## src/rtl/conv_sched_pkg.sv

```systemverilog
package conv_sched_pkg;
  typedef enum logic {
    MODE_WIDE   = 1'b0,
    MODE_NARROW = 1'b1
  } conv_mode_e;
endpackage

```

## src/rtl/cs_cfg_hold.sv

```systemverilog
module cs_cfg_hold
  import conv_sched_pkg::*;
#(
  parameter int W         = 16,
  parameter int DEF_HIGH  = 738,
  parameter int DEF_LOW   = 738,
  parameter int DEF_CONV  = 738,
  parameter int DEF_GUARD = 63,
  parameter int DEF_RDLEN = 32
) (
  input  logic         clk,
  input  logic         rst_n,
  input  logic         load,
  input  conv_mode_e   mode_in,
  input  logic [W-1:0] high_in,
  input  logic [W-1:0] low_in,
  input  logic [W-1:0] conv_in,
  input  logic [W-1:0] guard_in,
  input  logic [W-1:0] rdlen_in,
  output conv_mode_e   mode_q,
  output logic [W-1:0] high_q,
  output logic [W-1:0] low_q,
  output logic [W-1:0] conv_q,
  output logic [W-1:0] guard_q,
  output logic [W-1:0] rdlen_q
);
  conv_mode_e   mode_d;
  logic [W-1:0] high_d, low_d, conv_d, guard_d, rdlen_d;

  // Next state: capture only while the scheduler is stopped
  always_comb begin
    mode_d  = mode_q;
    high_d  = high_q;
    low_d   = low_q;
    conv_d  = conv_q;
    guard_d = guard_q;
    rdlen_d = rdlen_q;
    if (load) begin
      mode_d  = mode_in;
      high_d  = high_in;
      low_d   = low_in;
      conv_d  = conv_in;
      guard_d = guard_in;
      rdlen_d = rdlen_in;
    end
  end

  always_ff @(posedge clk or negedge rst_n) begin
    if (!rst_n) begin
      mode_q  <= MODE_WIDE;
      high_q  <= W'(DEF_HIGH);
      low_q   <= W'(DEF_LOW);
      conv_q  <= W'(DEF_CONV);
      guard_q <= W'(DEF_GUARD);
      rdlen_q <= W'(DEF_RDLEN);
    end else begin
      mode_q  <= mode_d;
      high_q  <= high_d;
      low_q   <= low_d;
      conv_q  <= conv_d;
      guard_q <= guard_d;
      rdlen_q <= rdlen_d;
    end
  end

  p_frozen_when_running_r9: assert property (@(posedge clk) disable iff (!rst_n)
    !load |=> ($stable(high_q) && $stable(low_q) && $stable(conv_q)
               && $stable(guard_q) && $stable(rdlen_q)));
endmodule

```

## src/rtl/cs_phase_gen.sv

```systemverilog
module cs_phase_gen
  import conv_sched_pkg::*;
#(
  parameter int W  = 16,
  parameter int PW = W + 1
) (
  input  logic          clk,
  input  logic          rst_n,
  input  logic          enable,
  input  conv_mode_e    mode,
  input  logic [W-1:0]  high_cyc,
  input  logic [W-1:0]  low_cyc,
  input  logic [W-1:0]  conv_cyc,
  output logic          running,
  output logic          strobe,
  output logic          irq,
  output logic          busy,
  output logic [PW-1:0] to_edge
);
  logic          run_q, run_d;
  logic [PW-1:0] pos_q, pos_d;
  logic          strobe_q;
  logic [PW-1:0] period, high_ext, conv_len;

  assign high_ext = PW'(high_cyc);
  assign period   = high_ext + PW'(low_cyc);
  assign conv_len = (mode == MODE_NARROW) ? PW'(conv_cyc) : high_ext;

  // Position 0 is the first high cycle; a run starts at the low phase
  always_comb begin
    run_d = run_q;
    pos_d = pos_q;
    if (!enable) begin
      run_d = 1'b0;
      pos_d = '0;
    end else if (!run_q) begin
      run_d = 1'b1;
      pos_d = high_ext;
    end else if (pos_q >= period - PW'(1)) begin
      pos_d = '0;
    end else begin
      pos_d = pos_q + PW'(1);
    end
  end

  always_ff @(posedge clk or negedge rst_n) begin
    if (!rst_n) begin
      run_q    <= 1'b0;
      pos_q    <= '0;
      strobe_q <= 1'b0;
    end else begin
      run_q    <= run_d;
      pos_q    <= pos_d;
      strobe_q <= strobe;
    end
  end

  assign running = run_q;
  assign strobe  = run_q && (pos_q < high_ext);
  assign busy    = run_q && (pos_q < conv_len);
  assign to_edge = period - pos_q;
  assign irq     = run_q && ((mode == MODE_NARROW) ? (strobe && !strobe_q)
                                                   : (!strobe && strobe_q));

  p_pos_bound_r3: assert property (@(posedge clk) disable iff (!rst_n)
    run_q |-> (pos_q < period));
  p_start_low_r2: assert property (@(posedge clk) disable iff (!rst_n)
    $rose(run_q) |-> !strobe);
  p_irq_single_r4: assert property (@(posedge clk) disable iff (!rst_n)
    irq |=> !irq);
  p_idle_quiet_r10: assert property (@(posedge clk) disable iff (!rst_n)
    !run_q |-> (!strobe && !irq && !busy));
endmodule

```

## src/rtl/cs_read_guard.sv

```systemverilog
module cs_read_guard #(
  parameter int W  = 16,
  parameter int PW = W + 1
) (
  input  logic          clk,
  input  logic          rst_n,
  input  logic          enable,
  input  logic          running,
  input  logic          busy,
  input  logic [PW-1:0] to_edge,
  input  logic [W-1:0]  guard_cyc,
  input  logic [W-1:0]  rdlen_cyc,
  input  logic          rd_req,
  input  logic          rd_active,
  input  logic          viol_clr,
  output logic          rd_grant,
  output logic          viol
);
  localparam int SW = PW + 1;

  logic          grant_q, grant_d;
  logic          viol_q, viol_d;
  logic [SW-1:0] need, left;
  logic          fits, in_guard, offence;

  assign need     = SW'(guard_cyc) + SW'(rdlen_cyc) + SW'(1);
  assign left     = SW'(to_edge);
  assign fits     = running && !busy && (left >= need);
  assign in_guard = running && (left <= SW'(guard_cyc));
  assign offence  = rd_active && (busy || in_guard);

  always_comb begin
    grant_d = enable && fits && rd_req && !rd_active && !grant_q;
    viol_d  = (viol_q && !viol_clr) || offence;
  end

  always_ff @(posedge clk or negedge rst_n) begin
    if (!rst_n) begin
      grant_q <= 1'b0;
      viol_q  <= 1'b0;
    end else begin
      grant_q <= grant_d;
      viol_q  <= viol_d;
    end
  end

  assign rd_grant = grant_q;
  assign viol     = viol_q;

  p_grant_not_busy_r6: assert property (@(posedge clk) disable iff (!rst_n)
    rd_grant |-> !busy);
  p_grant_pulse_r6: assert property (@(posedge clk) disable iff (!rst_n)
    rd_grant |=> !rd_grant);
  p_viol_hold_r8: assert property (@(posedge clk) disable iff (!rst_n)
    (viol && !viol_clr) |=> viol);
  p_viol_cause_r8: assert property (@(posedge clk) disable iff (!rst_n)
    $rose(viol) |-> $past(rd_active));
  p_off_no_grant_r10: assert property (@(posedge clk) disable iff (!rst_n)
    !enable |=> !rd_grant);
endmodule

```

## src/rtl/conv_sched.sv

```systemverilog
module conv_sched
  import conv_sched_pkg::*;
#(
  parameter int W         = 16,
  parameter int DEF_HIGH  = 738,
  parameter int DEF_LOW   = 738,
  parameter int DEF_CONV  = 738,
  parameter int DEF_GUARD = 63,
  parameter int DEF_RDLEN = 32
) (
  input  logic         clk,
  input  logic         rst_n,
  input  logic         enable,
  input  logic         cfg_mode,
  input  logic [W-1:0] cfg_high,
  input  logic [W-1:0] cfg_low,
  input  logic [W-1:0] cfg_conv,
  input  logic [W-1:0] cfg_guard,
  input  logic [W-1:0] cfg_rdlen,
  input  logic         rd_req,
  input  logic         rd_active,
  input  logic         viol_clr,
  output logic         conv_start,
  output logic         irq,
  output logic         rd_grant,
  output logic         viol
);
  localparam int PW = W + 1;

  conv_mode_e    mode_q;
  logic [W-1:0]  high_q, low_q, conv_q, guard_q, rdlen_q;
  logic          running, busy;
  logic [PW-1:0] to_edge;

  cs_cfg_hold #(
    .W(W), .DEF_HIGH(DEF_HIGH), .DEF_LOW(DEF_LOW), .DEF_CONV(DEF_CONV),
    .DEF_GUARD(DEF_GUARD), .DEF_RDLEN(DEF_RDLEN)
  ) u_cfg (
    .clk(clk), .rst_n(rst_n), .load(!enable),
    .mode_in(conv_mode_e'(cfg_mode)), .high_in(cfg_high), .low_in(cfg_low),
    .conv_in(cfg_conv), .guard_in(cfg_guard), .rdlen_in(cfg_rdlen),
    .mode_q(mode_q), .high_q(high_q), .low_q(low_q), .conv_q(conv_q),
    .guard_q(guard_q), .rdlen_q(rdlen_q)
  );

  cs_phase_gen #(.W(W), .PW(PW)) u_phase (
    .clk(clk), .rst_n(rst_n), .enable(enable), .mode(mode_q),
    .high_cyc(high_q), .low_cyc(low_q), .conv_cyc(conv_q),
    .running(running), .strobe(conv_start), .irq(irq), .busy(busy),
    .to_edge(to_edge)
  );

  cs_read_guard #(.W(W), .PW(PW)) u_guard (
    .clk(clk), .rst_n(rst_n), .enable(enable), .running(running),
    .busy(busy), .to_edge(to_edge), .guard_cyc(guard_q),
    .rdlen_cyc(rdlen_q), .rd_req(rd_req), .rd_active(rd_active),
    .viol_clr(viol_clr), .rd_grant(rd_grant), .viol(viol)
  );

  p_reset_quiet_r1: assert property (@(posedge clk) disable iff (!rst_n)
    !running |-> (!conv_start && !irq));
endmodule

```

## config.mk

```make
export PLATFORM = sky130hd
export DESIGN_NAME = conv_sched
export DESIGN_NICKNAME = d
export VERILOG_FILES = /design/src/rtl/conv_sched_pkg.sv /design/src/rtl/cs_cfg_hold.sv /design/src/rtl/cs_phase_gen.sv /design/src/rtl/cs_read_guard.sv /design/src/rtl/conv_sched.sv
export SDC_FILE = /design/constraint.sdc
export NUM_CORES = 1
export LEC_CHECK = 0
export BUFFER_PORTS_ARGS = -buffer_cell sky130_fd_sc_hd__buf_2
export CAP_MARGIN = 20
export CORE_AREA = 2 2 151 153
export CTS_CLUSTER_DIAMETER = 50
export DETAILED_ROUTE_END_ITERATION = 12
export DIE_AREA = 0 0 153 155
export PLACE_DENSITY = 0.6
export SYNTH_ARGS = -nofsm -noshare
export SYNTH_HDL_FRONTEND = slang
export SYNTH_HIERARCHICAL = 1
export SYNTH_SLANG_ARGS = --single-unit
```

## constraint.sdc

```tcl
create_clock -name clk -period 5.6 [get_ports clk]
set_input_delay 0.56 -clock clk [delete_from_list [all_inputs] [get_ports clk]]
set_output_delay 0.56 -clock clk [all_outputs]
set_load 0.05 [all_outputs]
```

==> metrics <==
post-synth cell types 80; Worst setup EP type flip-flop; RePlAce Congestion roughly 0.87; die area 23700 µm²; placed cell count around 1300; Max clock buf depth 2; Multi-input gate area 6250 µm²; Critical Path Most Common Cell ha_1; cell breakdown of the critical path ha_1 -> a211oi_4 -> o21a_1 -> o21ai_1 -> a2111oi_0 -> or2_2 -> xnor2_1 -> ha_1 -> a21o_1 -> a21oi_1 -> o21ai_0 -> xor2_1 -> ha_1 -> and4b_1 -> nand2_1 -> nor3_2 -> o21ai_0 -> a221o_1; Die H 155 µm; Worst Setup Start Kind flip-flop; antenna cell count 0; post_cts resized 0; Post-DP Area 9980 µm²; Tot GR Track Use 0.187; Max Clock Skew 14.2 ps; synthesized area per cell 10.1 µm²; unrepaired setup endpoints after global routing false; nets approximately 1200; total wire length 21800 µm; setup violators final 0; Rel. slew slack 0.395; drt first pass iters 7; cell area after layout around 10000 µm²; Area Overhead vs Synth 9.70%; Setup CP Type flip-flop to flip-flop; Die Width 153 µm; hold slack final 289 ps; max-slew violations 0; aggregate global routing overflow 0; Vias about 7100; top_reg_cell synth dfrtp_1; post-route ant nets 0; fmax roughly 190 MHz; outcome finished, final reports clean; Post-synth top cells 130 x ha_1, 80 x dfrtp_1, 80 x mux2_4; layout cells sized above 1 0.237; initial antenna violation count 0; Iteration-0 DRC Markers around 420; overall power just under 4 mW; core box area roughly 22000 µm²; worst-path fanout max 5; worst skew pair latency 370 ps; CP max-delay cell a2111oi_0; CTS clk-pin slew, worst paths 90 ps; flip-flop and latch area around 2600 µm²; #FFs+latches synth 102; sequential area share after synthesis 0.275; cells after synthesis 926; Synth async-reset ratio 1.00; Yosys top cell area share 0.214; CTS Sinks about 100; DR DRC count 0; min-delay worst type input port to asynchronous set/reset pin; Req. time, crit path just under 6000 ps; Routed WL per cell roughly 17 µm; num rows 55; top cells by area, synth dfrtp_1 21%, ha_1 17%, mux2_4 13%, dfstp_2 6.2%, xnor2_1 4.7%; Leak between 4 and 5 nW; first-pass GRT wire length about 36000 µm; post-layout minimum cycle time 5230 ps; most numerous cell in the Yosys netlist ha_1; MaxCap Viol Count 0; Port-buffer cells 90; CP max stage delay 730 ps; final std cells w/o fill ~1300; FILL cells 2137; Crit Reg-Reg Startpoint u_cfg/high_q[1]; Vias/cell ~5.4; worst vdd rail ir drop around 0.00019 V; Final Hold Violating Endpoints 0; Crit. Startpoint u_cfg/high_q[1]; Final period util 0.934; CTS tree built; number of enable flip-flop cells after synthesis 0; Yosys Warn Count 6; P per Cell Area between 300 and 400 nW/µm²; CTS Buf Count 9; CTS Root Cell clkbuf_16; setup TNS 0 ps; initial core utilization 0.421; cell taking the most area after synthesis dfrtp_1; # IOs 91; Worst Path Arrival 5490 ps; Post-Syn Area roughly 9400 µm²; largest net degree at the start of global routing 68; vias in the first global route 6913; Mapped Nets 1146; HPWL after DPL 16800 µm; setup bufs post-CTS 0; CTS HTree Levels 3; worst-margin pin slew 901 ps; CTS hold repair buffers 0
[metal layers]
layer,up-vias,track usage,wire [µm]
li1,3547,-,-
met1,3375,0.260,10600
met2,108,0.306,10100
met3,22,0.0292,727
met4,0,0.0450,338
met5,-,0,0
[cells in the final DEF (no fill, tap or decap), types with 6 or more instances in the layout]
cell type and instances:
buf_2 89, ha_1 130, inv_1 75, mux2_4 80
xor2_1 15, a21oi_1 48, nand3b_1 8, clkbuf_16 9
nand2_1 44, o31ai_1 11, nor3_1 20, dfrtp_1 80
xnor2_1 50, o211ai_1 14, nand4_1 9, nor2_1 48
a31oi_1 6, o21ai_0 39, nand3_1 18, a21o_1 25
dfstp_2 22, nand2b_1 17, buf_4 8, o21a_1 11
a211oi_1 12, mux2i_1 19
[logic make-up (layout without fill, tap and decap cells)]
group | count (synthesis) | count (layout) | share of synthesized area
compound gates | 218 | 218 | 0.159
xor+xnor | 65 | 65 | 0.0608
fa+ha+maj | 133 | 133 | 0.180
buf+inv | 99 | 189 | 0.0569
flops | 102 | 102 | 0.275
mux | 100 | 100 | 0.150
simple gates | 209 | 209 | 0.118
[where the power goes]
part | total [mW] | leakage, nW | switching [mW] | internal [mW]
Combinational | 2.30 | 3.59 | 1.26 | 1.04
Clock | 0.652 | 0.142 | 0.337 | 0.315
Sequential | 0.944 | 1.19 | 0.110 | 0.834
[per-stage QoR]
stage / util / setup WS (ps)
after floorplan: - / 1110
after global placement: 0.449 / 529
after detailed placement: 0.449 / 437
after CTS: 0.462 / 429
after global routing: 0.462 / 17.1
final: 0.462 / 367
[worst max-delay path: cells and delay by family, from the launching register on]
kind | cells | cell delay [ps]
XOR/XNOR | 2 | 490
AO/OA/AOI/OAI | 9 | 2320
AND/OR/NAND/NOR | 4 | 750
adder cells (fa/ha/maj) | 3 | 1000
flip-flops | 1 | 570
[flip-flops by register name, indices dropped and copies added, names as in the netlist]
name	cells
u_cfg/conv_q	16
u_cfg/guard_q	16
u_cfg/high_q	16
u_cfg/low_q	16
u_cfg/mode_q	1
u_cfg/rdlen_q	16
u_guard/rd_grant	1
u_guard/viol	1
u_phase/pos_q	17
u_phase/running	1
u_phase/strobe_q	1
[path summary, 6_finish.rpt]
path,endpoint,slack (ps),cells after the start
min reg2reg,u_cfg/conv_q[4],510,1
max,u_guard/viol,370,18
max in group asynchronous,u_cfg/rdlen_q[5],4240,2
min,u_cfg/low_q[4],290,1
max reg2reg,u_guard/viol,370,18
min in group clk,u_cfg/rdlen_q[1],410,2
[cell type report]
cell class,count,share of cell area
repair buffers,97,0.0492
inverters,76,0.0280
clock inverters,6,0.00609
clock buffers,10,0.0223
flip-flops and latches,102,0.251
well taps,285,0.0347
multi-input cells,725,0.609
Power figures use the tool's default switching activity.
